[src/rtl/rtc_port_pkg.sv]
package rtc_port_pkg;

  localparam int unsigned TIME_BYTES = 10;
  localparam int unsigned CTRL_BYTES = 4;
  localparam int unsigned USER_BASE  = TIME_BYTES + CTRL_BYTES;
  localparam int unsigned RO_FIRST   = TIME_BYTES + 2;
  localparam int unsigned CLK_AW     = $clog2(USER_BASE);

  typedef enum logic [2:0] {
    SRC_NONE,
    SRC_STD_IDX,
    SRC_EXT_IDX,
    SRC_STD_RAM,
    SRC_EXT_RAM,
    SRC_CLOCK,
    SRC_FENCED
  } rd_src_e;

  typedef struct packed {
    logic    ld_std;
    logic    ld_ext;
    logic    std_we;
    logic    ext_we;
    logic    tk_we;
    logic    lock_drop;
    rd_src_e src;
  } dec_t;

  function automatic logic is_clock_reg(input int unsigned idx);
    return idx < USER_BASE;
  endfunction

  function automatic logic is_time_byte(input int unsigned idx);
    return idx < TIME_BYTES;
  endfunction

  function automatic logic is_read_only(input int unsigned idx);
    return (idx >= RO_FIRST) && (idx < USER_BASE);
  endfunction

endpackage

[src/rtl/rtc_port_decode.sv]
module rtc_port_decode
  import rtc_port_pkg::*;
#(
  parameter int unsigned IDX_W = 7
) (
  input  logic             io_sel,
  input  logic             io_wr,
  input  logic             io_rd,
  input  logic [1:0]       io_off,
  input  logic             ext_en,
  input  logic             rtc_en,
  input  logic             tk_uip,
  input  logic [IDX_W-1:0] std_idx,
  output dec_t             dec
);

  logic [1:0] eff_off;
  logic       wr, rd, clock_hit;

  // Aliasing: with the extended bank off, bit 1 of the offset is dropped.
  assign eff_off   = ext_en ? io_off : {1'b0, io_off[0]};
  assign wr        = io_sel && io_wr;
  assign rd        = io_sel && io_rd;
  assign clock_hit = is_clock_reg(int'(std_idx));

  always_comb begin
    dec           = '0;
    dec.src       = SRC_NONE;
    dec.ld_std    = wr && (eff_off == 2'd0);
    dec.ld_ext    = wr && (eff_off == 2'd2);
    dec.ext_we    = wr && (eff_off == 2'd3);
    dec.std_we    = wr && (eff_off == 2'd1) && !clock_hit;
    dec.lock_drop = wr && (eff_off == 2'd1) && clock_hit &&
                    tk_uip && is_time_byte(int'(std_idx));
    dec.tk_we     = wr && (eff_off == 2'd1) && clock_hit && rtc_en &&
                    !is_read_only(int'(std_idx)) && !dec.lock_drop;
    if (rd) begin
      unique case (eff_off)
        2'd0: dec.src = SRC_STD_IDX;
        2'd2: dec.src = SRC_EXT_IDX;
        2'd3: dec.src = SRC_EXT_RAM;
        default: dec.src = !clock_hit ? SRC_STD_RAM :
                           (rtc_en ? SRC_CLOCK : SRC_FENCED);
      endcase
    end
  end

endmodule

[src/rtl/rtc_port_ram.sv]
module rtc_port_ram #(
  parameter int unsigned AW = 7,
  parameter int unsigned DW = 8
) (
  input  logic          clk,
  input  logic          rst_n,
  input  logic          we,
  input  logic [AW-1:0] addr,
  input  logic [DW-1:0] wdata,
  output logic [DW-1:0] rdata
);

  localparam int unsigned DEPTH = 1 << AW;

  logic [DW-1:0] mem [DEPTH];

  always_ff @(posedge clk) begin
    if (!rst_n) begin
      for (int i = 0; i < DEPTH; i++) mem[i] <= '0;
    end else if (we) begin
      mem[addr] <= wdata;
    end
  end

  assign rdata = mem[addr];

endmodule

[src/rtl/rtc_host_port.sv]
module rtc_host_port
  import rtc_port_pkg::*;
#(
  parameter int unsigned IDX_W = 7,
  parameter int unsigned DW    = 8
) (
  input  logic              clk,
  input  logic              rst_n,
  input  logic              io_sel,
  input  logic              io_wr,
  input  logic              io_rd,
  input  logic [1:0]        io_off,
  input  logic [DW-1:0]     io_wdata,
  output logic [DW-1:0]     io_rdata,
  input  logic              ext_en,
  input  logic              rtc_en,
  input  logic              tk_uip,
  input  logic [DW-1:0]     tk_rdata,
  output logic              tk_wr,
  output logic [CLK_AW-1:0] tk_addr,
  output logic [DW-1:0]     tk_wdata
);

  localparam int unsigned NBANK = 2;

  logic [IDX_W-1:0] std_idx, ext_idx;
  dec_t             dec;
  logic [DW-1:0]    bank_rd [NBANK];
  logic [IDX_W-1:0] bank_ad [NBANK];
  logic             bank_we [NBANK];

  rtc_port_decode #(.IDX_W(IDX_W)) u_dec (
    .io_sel (io_sel),
    .io_wr  (io_wr),
    .io_rd  (io_rd),
    .io_off (io_off),
    .ext_en (ext_en),
    .rtc_en (rtc_en),
    .tk_uip (tk_uip),
    .std_idx(std_idx),
    .dec    (dec)
  );

  // Index registers; the top bit of the written byte is discarded.
  always_ff @(posedge clk) begin
    if (!rst_n) begin
      std_idx <= '0;
      ext_idx <= '0;
    end else begin
      if (dec.ld_std) std_idx <= io_wdata[IDX_W-1:0];
      if (dec.ld_ext) ext_idx <= io_wdata[IDX_W-1:0];
    end
  end

  assign bank_ad[0] = std_idx;
  assign bank_ad[1] = ext_idx;
  assign bank_we[0] = dec.std_we;
  assign bank_we[1] = dec.ext_we;

  for (genvar b = 0; b < NBANK; b++) begin : g_bank
    rtc_port_ram #(.AW(IDX_W), .DW(DW)) u_ram (
      .clk  (clk),
      .rst_n(rst_n),
      .we   (bank_we[b]),
      .addr (bank_ad[b]),
      .wdata(io_wdata),
      .rdata(bank_rd[b])
    );
  end

  assign tk_wr    = dec.tk_we;
  assign tk_addr  = std_idx[CLK_AW-1:0];
  assign tk_wdata = io_wdata;

  always_comb begin
    unique case (dec.src)
      SRC_STD_IDX: io_rdata = DW'(std_idx);
      SRC_EXT_IDX: io_rdata = DW'(ext_idx);
      SRC_STD_RAM: io_rdata = bank_rd[0];
      SRC_EXT_RAM: io_rdata = bank_rd[1];
      SRC_CLOCK:   io_rdata = tk_rdata;
      SRC_FENCED:  io_rdata = '1;
      default:     io_rdata = '0;
    endcase
  end

  // Guards beside the logic they watch.
  assert_lock_R9: assert property (@(posedge clk) disable iff (!rst_n)
    (tk_wr && tk_uip) |-> (int'(tk_addr) >= TIME_BYTES));

  assert_ro_ctrl_R8: assert property (@(posedge clk) disable iff (!rst_n)
    tk_wr |-> (int'(tk_addr) < RO_FIRST));

  assert_fence_R10: assert property (@(posedge clk) disable iff (!rst_n)
    !rtc_en |-> !tk_wr);

  assert_idle_R11: assert property (@(posedge clk) disable iff (!rst_n)
    !(io_sel && io_rd) |-> (io_rdata == '0));

  assert_idx_load_R2: assert property (@(posedge clk) disable iff (!rst_n)
    (io_sel && io_wr && io_off == 2'd0) |=> (std_idx == $past(io_wdata[IDX_W-1:0])));

  assert_alias_R4: assert property (@(posedge clk) disable iff (!rst_n)
    (io_sel && io_wr && !ext_en) |=> ($stable(ext_idx) && $stable(bank_rd[1])));

  assert_user_ram_R5: assert property (@(posedge clk) disable iff (!rst_n)
    dec.std_we |=> (bank_rd[0] == $past(io_wdata)));

endmodule

[config.mk]
export PLATFORM = sky130hd
export DESIGN_NAME = rtc_host_port
export DESIGN_NICKNAME = d
export VERILOG_FILES = /design/src/rtl/rtc_port_pkg.sv /design/src/rtl/rtc_port_decode.sv /design/src/rtl/rtc_port_ram.sv /design/src/rtl/rtc_host_port.sv
export SDC_FILE = /design/constraint.sdc
export NUM_CORES = 2
export LEC_CHECK = 0
export ABC_CLOCK_PERIOD_IN_PS = 3600
export CORE_AREA = 2 2 504 506
export CTS_CLUSTER_SIZE = 30
export DETAILED_ROUTE_END_ITERATION = 8
export DIE_AREA = 0 0 506 508
export DONT_BUFFER_PORTS = 1
export MAX_ROUTING_LAYER = met4
export PLACE_DENSITY = 0.57
export SLEW_MARGIN = 30
export SYNTH_ARGS = -nofsm -noshare
export SYNTH_HDL_FRONTEND = slang
export SYNTH_SLANG_ARGS = --single-unit
[constraint.sdc]
create_clock -name clk -period 3.6 [get_ports clk]
set_clock_uncertainty 0.1 [all_clocks]
set_input_delay 0.9 -clock clk [delete_from_list [all_inputs] [get_ports clk]]
set_output_delay 0.9 -clock clk [all_outputs]
set_load 0.05 [all_outputs]
==> Word level (Yosys, flattened, before mapping) <==
Memory sizes are Yosys's and may differ from the RTL's. A register that Yosys moved wholly into a read port is not among the register bits.
Cells that the tools add are included.
{ "totals": {"ram_bits": 2048, "ff_bits": 14, "n_memories": 2, "inputBits": 26, "out_inout_bits": 21} }
{ "mem_list": {"columns": ["name", "depth", "width", "rd", "rd_clocked_by_memory_dff", "wr", "line_no", "rtl"], "rows": [
  ["g_bank[0].u_ram.mem", 128, 8, 1, 1, 128, "rtc_port_ram.sv:15", "logic [DW-1:0] mem [DEPTH];"],
  ["g_bank[1].u_ram.mem", 128, 8, 1, 1, 128, "rtc_port_ram.sv:15", null]
]} }
{ "op_classes": {"n_mux": 23, "n_lt_le_gt_ge": 3, "n_eq_ne": 9, "reduce_logical": 20} }
{ "ops": {"columns": ["op", "count"], "rows": [
  ["$pmux 8 s6", 1],
  ["$mux 7", 6],
  ["$mux 8", 2],
  ["$reduce_or 8->1", 2],
  ["$logic_and 1x1->1", 14],
  ["$lt 7x4->1 const B", 2],
  ["$eq 3x3->1 const B", 3],
  ["$mux 1", 9],
  ["$pmux 3 s3", 1],
  ["$ge 7x4->1 const B", 1],
  ["$eq 3x2->1 const B", 2],
  ["$mux 3", 2],
  ["$eq 2x2->1 const B", 2],
  ["$mux 2", 2],
  ["$eq 3x1->1 const B", 1],
  ["$logic_not 1->1", 3],
  ["$eq 2x1->1 const B", 1],
  ["$logic_not 2->1", 1]
]} }

==> Depth between registers and ports, before layout <==
{ "logic_depth": {"depth_word": 9, "ltp_mapped": 13} }

==> By module <==
Synthesis repeated with hierarchy kept, for this count alone.
{ "unflattened": {"hier_cells": 7720, "area_unflattened_um2": 97785.0} }
{ "modules_own_cells": {"columns": ["mod", "cells_each", "area_each_um2", "n_inst"], "rows": [
  ["rtc_port_ram", 3792, 48322.6, 2],
  ["rtc_host_port", 109, 980.9, 1],
  ["rtc_port_decode", 27, 158.9, 1]
]} }

==> Worst setup path before layout <==
No wires, ideal clock.
{ "synth_timing": {"kind": "reg-to-output", "start": "reg std_idx[6]", "end": "out tk_wr", "n_path_buf": 1, "arrival_ps": 3713, "required_ps": 2600, "stages_incl_launch_ff": 6, "slack_ps": -1113, "path_cell_list": "dfxtp_1 buf_2 or3_1 a31oi_1 nand4_1 a2111oi_0"} }
{ "synth_via": {"elab_chain_cells": 6, "word_cells_on_any_way": 12, "classes_between": "order compare: 3; reduce/logical: 9"} }
{ "synth_rtl": {"columns": ["item", "line_no", "rtl"], "rows": [
  ["start, declared", "rtc_host_port.sv:26", "logic [IDX_W-1:0] std_idx, ext_idx;"],
  ["start signal, assigned", "rtc_host_port.sv:50", "if (dec.ld_std) std_idx <= io_wdata[IDX_W-1:0];"],
  ["$lt 7x4->1", "rtc_port_pkg.sv:30, rtc_port_pkg.sv:38", null],
  ["$logic_and 1x1->1", "rtc_port_decode.sv:33, rtc_port_decode.sv:35", null],
  ["$logic_and 1x1->1", "rtc_port_decode.sv:33", "dec.lock_drop = wr && (eff_off == 2'd1) && clock_hit &&"],
  ["$logic_and 1x1->1", "rtc_port_decode.sv:34", "tk_uip && is_time_byte(int'(std_idx));"],
  ["$logic_not 1->1", "rtc_port_decode.sv:36", "!is_read_only(int'(std_idx)) && !dec.lock_drop;"],
  ["$logic_and 1x1->1 (*)", "rtc_port_decode.sv:36", null],
  ["end, declared", "rtc_host_port.sv:19", "output logic tk_wr,"]
]} }
Every way passes the cells marked *; elsewhere a longest branch is shown, timed or not.

==> qor.txt <==
FMAX - 0.201 GHz
first-pass GRT wire length - 387 mm
vias - 55,400
leading area contributor after synthesis - edfxtp_1
Initial Utilization - 37.7%
critical path capture point type - primary output
Pwr Density - 472 nW/um^2
top cells by area, synth - edfxtp_1 65%, and2_1 13%, mux4_2 11%
Tcrit/Tclk final - 138%
Final #Nets - 6,960
gp weighted congestion - 0.897
IO Pins - 47
H-tree depth - 4
share of cells above drive strength 1 - 25.0%
Distinct cells, synth - 50
Tmin final - 4.96 ns
max-slew violation count - 0
Cell Chain, Critical Path - buf_12 -> buf_12 -> buf_8 -> mux4_2 -> mux2_4 -> o22ai_4 -> a211oi_4 -> o22a_1 -> nand4_1 -> buf_6 -> nand4_1 -> buf_6
R2R Setup Slk - 0.84 ns
CP bufs+invs - 5
clk_lat worst skew - 0.90 ns
CTS Hold Buffers Added - 0
Clock Path Buffers - 3
worst r2r src - std_idx[6]
Fill cells - 22,100
Synth Area per Inst - 15.1 sq um
Worst Max-Slew Pin Slew - 1.45 ns
register area share after synthesis - 65.3%
dpl ws - -0.895 ns
fraction of registers with async set/reset - 0%
Final Setup Violations - 9
Area Growth Syn to Fin - 19.0%
GRT Total Usage - 20.9%
total CTS buffers - 221
Starting DRT DRC Count - 5,953
CTS Root Cell - clkbuf_16
DIE HEIGHT - 508 um
worst hold slack - 0.144 ns
row cnt - 185
Gate Count Post-Synth - 6,311
largest net degree at the start of global routing - 258
CP top delay family - buffers and inverters
post-synthesis instance area - 95,000 sq um
total grt overflow - 0
WS Path Type - flip-flop to primary output
VDD IR max - 0.484 mV
Seq. cell area - 62,100 sq um
final core utilization - 44.8%
post-route setup slack - -1.36 ns
Buffers on Ports - 0
Yosys top cell area share - 64.7%
drt total wl - 264 mm
min-delay src - io_wdata[6]
vias in the first global route - 55,900
YS warnings - 0
Die Wd - 506 um
DRT Pass-1 Iters - 6
Placeable Area - 252,000 sq um
multi-input logic area - 31,800 sq um
Critical Path Start Type - flip-flop
die area - 257,000 sq um
Final Hold Vio Count - 0
Slowest-stage cell, CP - mux4_2
ys flop type - edfxtp_1
reg2reg path depth - 11
FF+latch count, synth - 2,076
initial antenna violation count - 11
CTS tree - yes
Min-Delay Endpoint - g_bank[0].u_ram.mem[64][6]
DRC - 0
WP data required - 2.60 ns
vias per cell - 5.27
Hold Crit Class - primary input to flip-flop
Worst Path Max Fanout - 8
worst hold path stage count - 1
routed len/inst - 25.1 um
slowest stage delay, CP - 0.50 ns
RSZ-0062 raised after global routing - yes
Worst R2R End - g_bank[0].u_ram.mem[36][2]
max_slew headroom - 3.52%
max_cap viols - 0
Detailed Place HPWL - 170 mm
outcome - complete, but fails checks
crit path DAT - 3.96 ns
Clock Sinks - 2,076
Leak Pwr - 40.4 nW
Final Power - 53.3 mW
failing checks - setup timing
antenna-violating nets left - 0
clock-pin slew on the worst setup and hold paths - 0.06 ns
Post-synth EDFFs - 2,048
[worst max-delay path by stage]
stage	from	cells past startpoint	to
3_3_place_gp	flip-flop	11	io_rdata[6]
2_1_floorplan	flip-flop	10	io_rdata[0]
5_1_grt	flip-flop	12	io_rdata[5]
4_1_cts	flip-flop	15	io_rdata[7]
6_report	flip-flop	12	io_rdata[5]
3_5_place_dp	flip-flop	10	io_rdata[6]
[layout make-up]
class / instances / share of cell area [%]
clock inverter: 137 / 1.33
multi-input combinational: 3802 / 28.2
clock buffer: 282 / 5.20
tap: 3366 / 3.73
antenna: 9 / 0.0199
sequential: 2076 / 54.9
timing repair buffer: 814 / 6.56
inverter: 19 / 0.0631
[cells in the mapped netlist, types with 36 or more instances]
| cell | n |
|---|---|
| buf_2 | 64 |
| mux4_2 | 478 |
| o21ai_0 | 277 |
| and2_1 | 1940 |
| a221oi_1 | 53 |
| mux2_2 | 36 |
| o22ai_1 | 87 |
| edfxtp_1 | 2048 |
| clkbuf_1 | 385 |
| buf_4 | 40 |
| mux2i_1 | 174 |
| nor2_1 | 320 |
| nand2_1 | 63 |
[power by group]
| group | internal [mW] | switching (mW) |
|---|---|---|
| clock network | 13.3 | 9.91 |
| logic | 1.11 | 1.41 |
| registers | 27.3 | 0.303 |
[state kept, by name (all words and copies together) (netlist names), named ones only]
register / flops
ext_idx: 7
std_idx: 7
g_bank.u_ram.mem: 2048
[worst reg2reg max path: stages (launching register included)]
cell and delay [ns]:
dfxtp_1 0.31, or3_1 0.36, a31oi_1 0.16, buf_4 0.22
buf_6 0.14, nor4_2 0.05, buf_4 0.19, nand2_1 0.10
buf_4 0.34, nor2_1 0.15, buf_4 0.19, and2_1 0.15
[repair_timing]
action,4_1_cts,5_1_grt
pin swaps,33,24
buffers inserted,33,24
cloned,2,2
setup endpoints to repair,9,9
gates resized for setup,145,54
[routing by layer]
layer / GRT usage (%) / wire length [um] / vias to the layer above
li1: - / - / 24600
met1: 27.6 / 111000 / 28600
met5: - / 0 / -
met3: 3.43 / 16800 / 411
met2: 33.2 / 127000 / 1789
met4: 6.74 / 9010 / 0
[logic make-up (layout without fill, tap and decap cells)]
kind of cell / Yosys count / in the layout / share of synthesized area [%]
compound gates: 537 / 537 / 3.39
buf+inv: 544 / 1252 / 2.52
flops: 2076 / 2076 / 65.3
mux: 688 / 688 / 13.6
other cells: 1 / 121 / 0.00395
simple gates: 2465 / 2465 / 15.2
[through the flow]
step,instances,instance area (sq um),setup TNS [ns]
CTS,10500,113000,-10.89
detailed placement,10000,104000,-5.35
floorplan,6422,95500,0
global placement,10000,104000,-5.58
finish,10500,113000,-10.37
global route,10500,113000,-11.13
[cell usage in the layout, fill, tap and decap left out, types with 9 or more instances in the layout]
master     count
inv_1         16
a221oi_2      10
mux4_2       478
nor2b_1       27
bufinv_16     23
clkinv_1      46
diode_2        9
o21ai_1        9
o22ai_2       21
buf_12        79
o22ai_1       54
nand3_1       29
buf_6         17
o21ai_0      268
nand4_1       12
nand2_1       57
mux2_2        29
o22ai_4       12
clkbuf_1      50
edfxtp_1    2048
o211ai_1      13
a21oi_1       31
nor2_1       315
clkinv_2      36
dfxtp_1       18
mux2i_1      168
buf_4        699
a22oi_1       27
a221oi_1      42
a211oi_4       9
and2_1      1939
clkbuf_8      10
clkbuf_16    224
conb_1       112
Power figures use the tool's default switching activity.
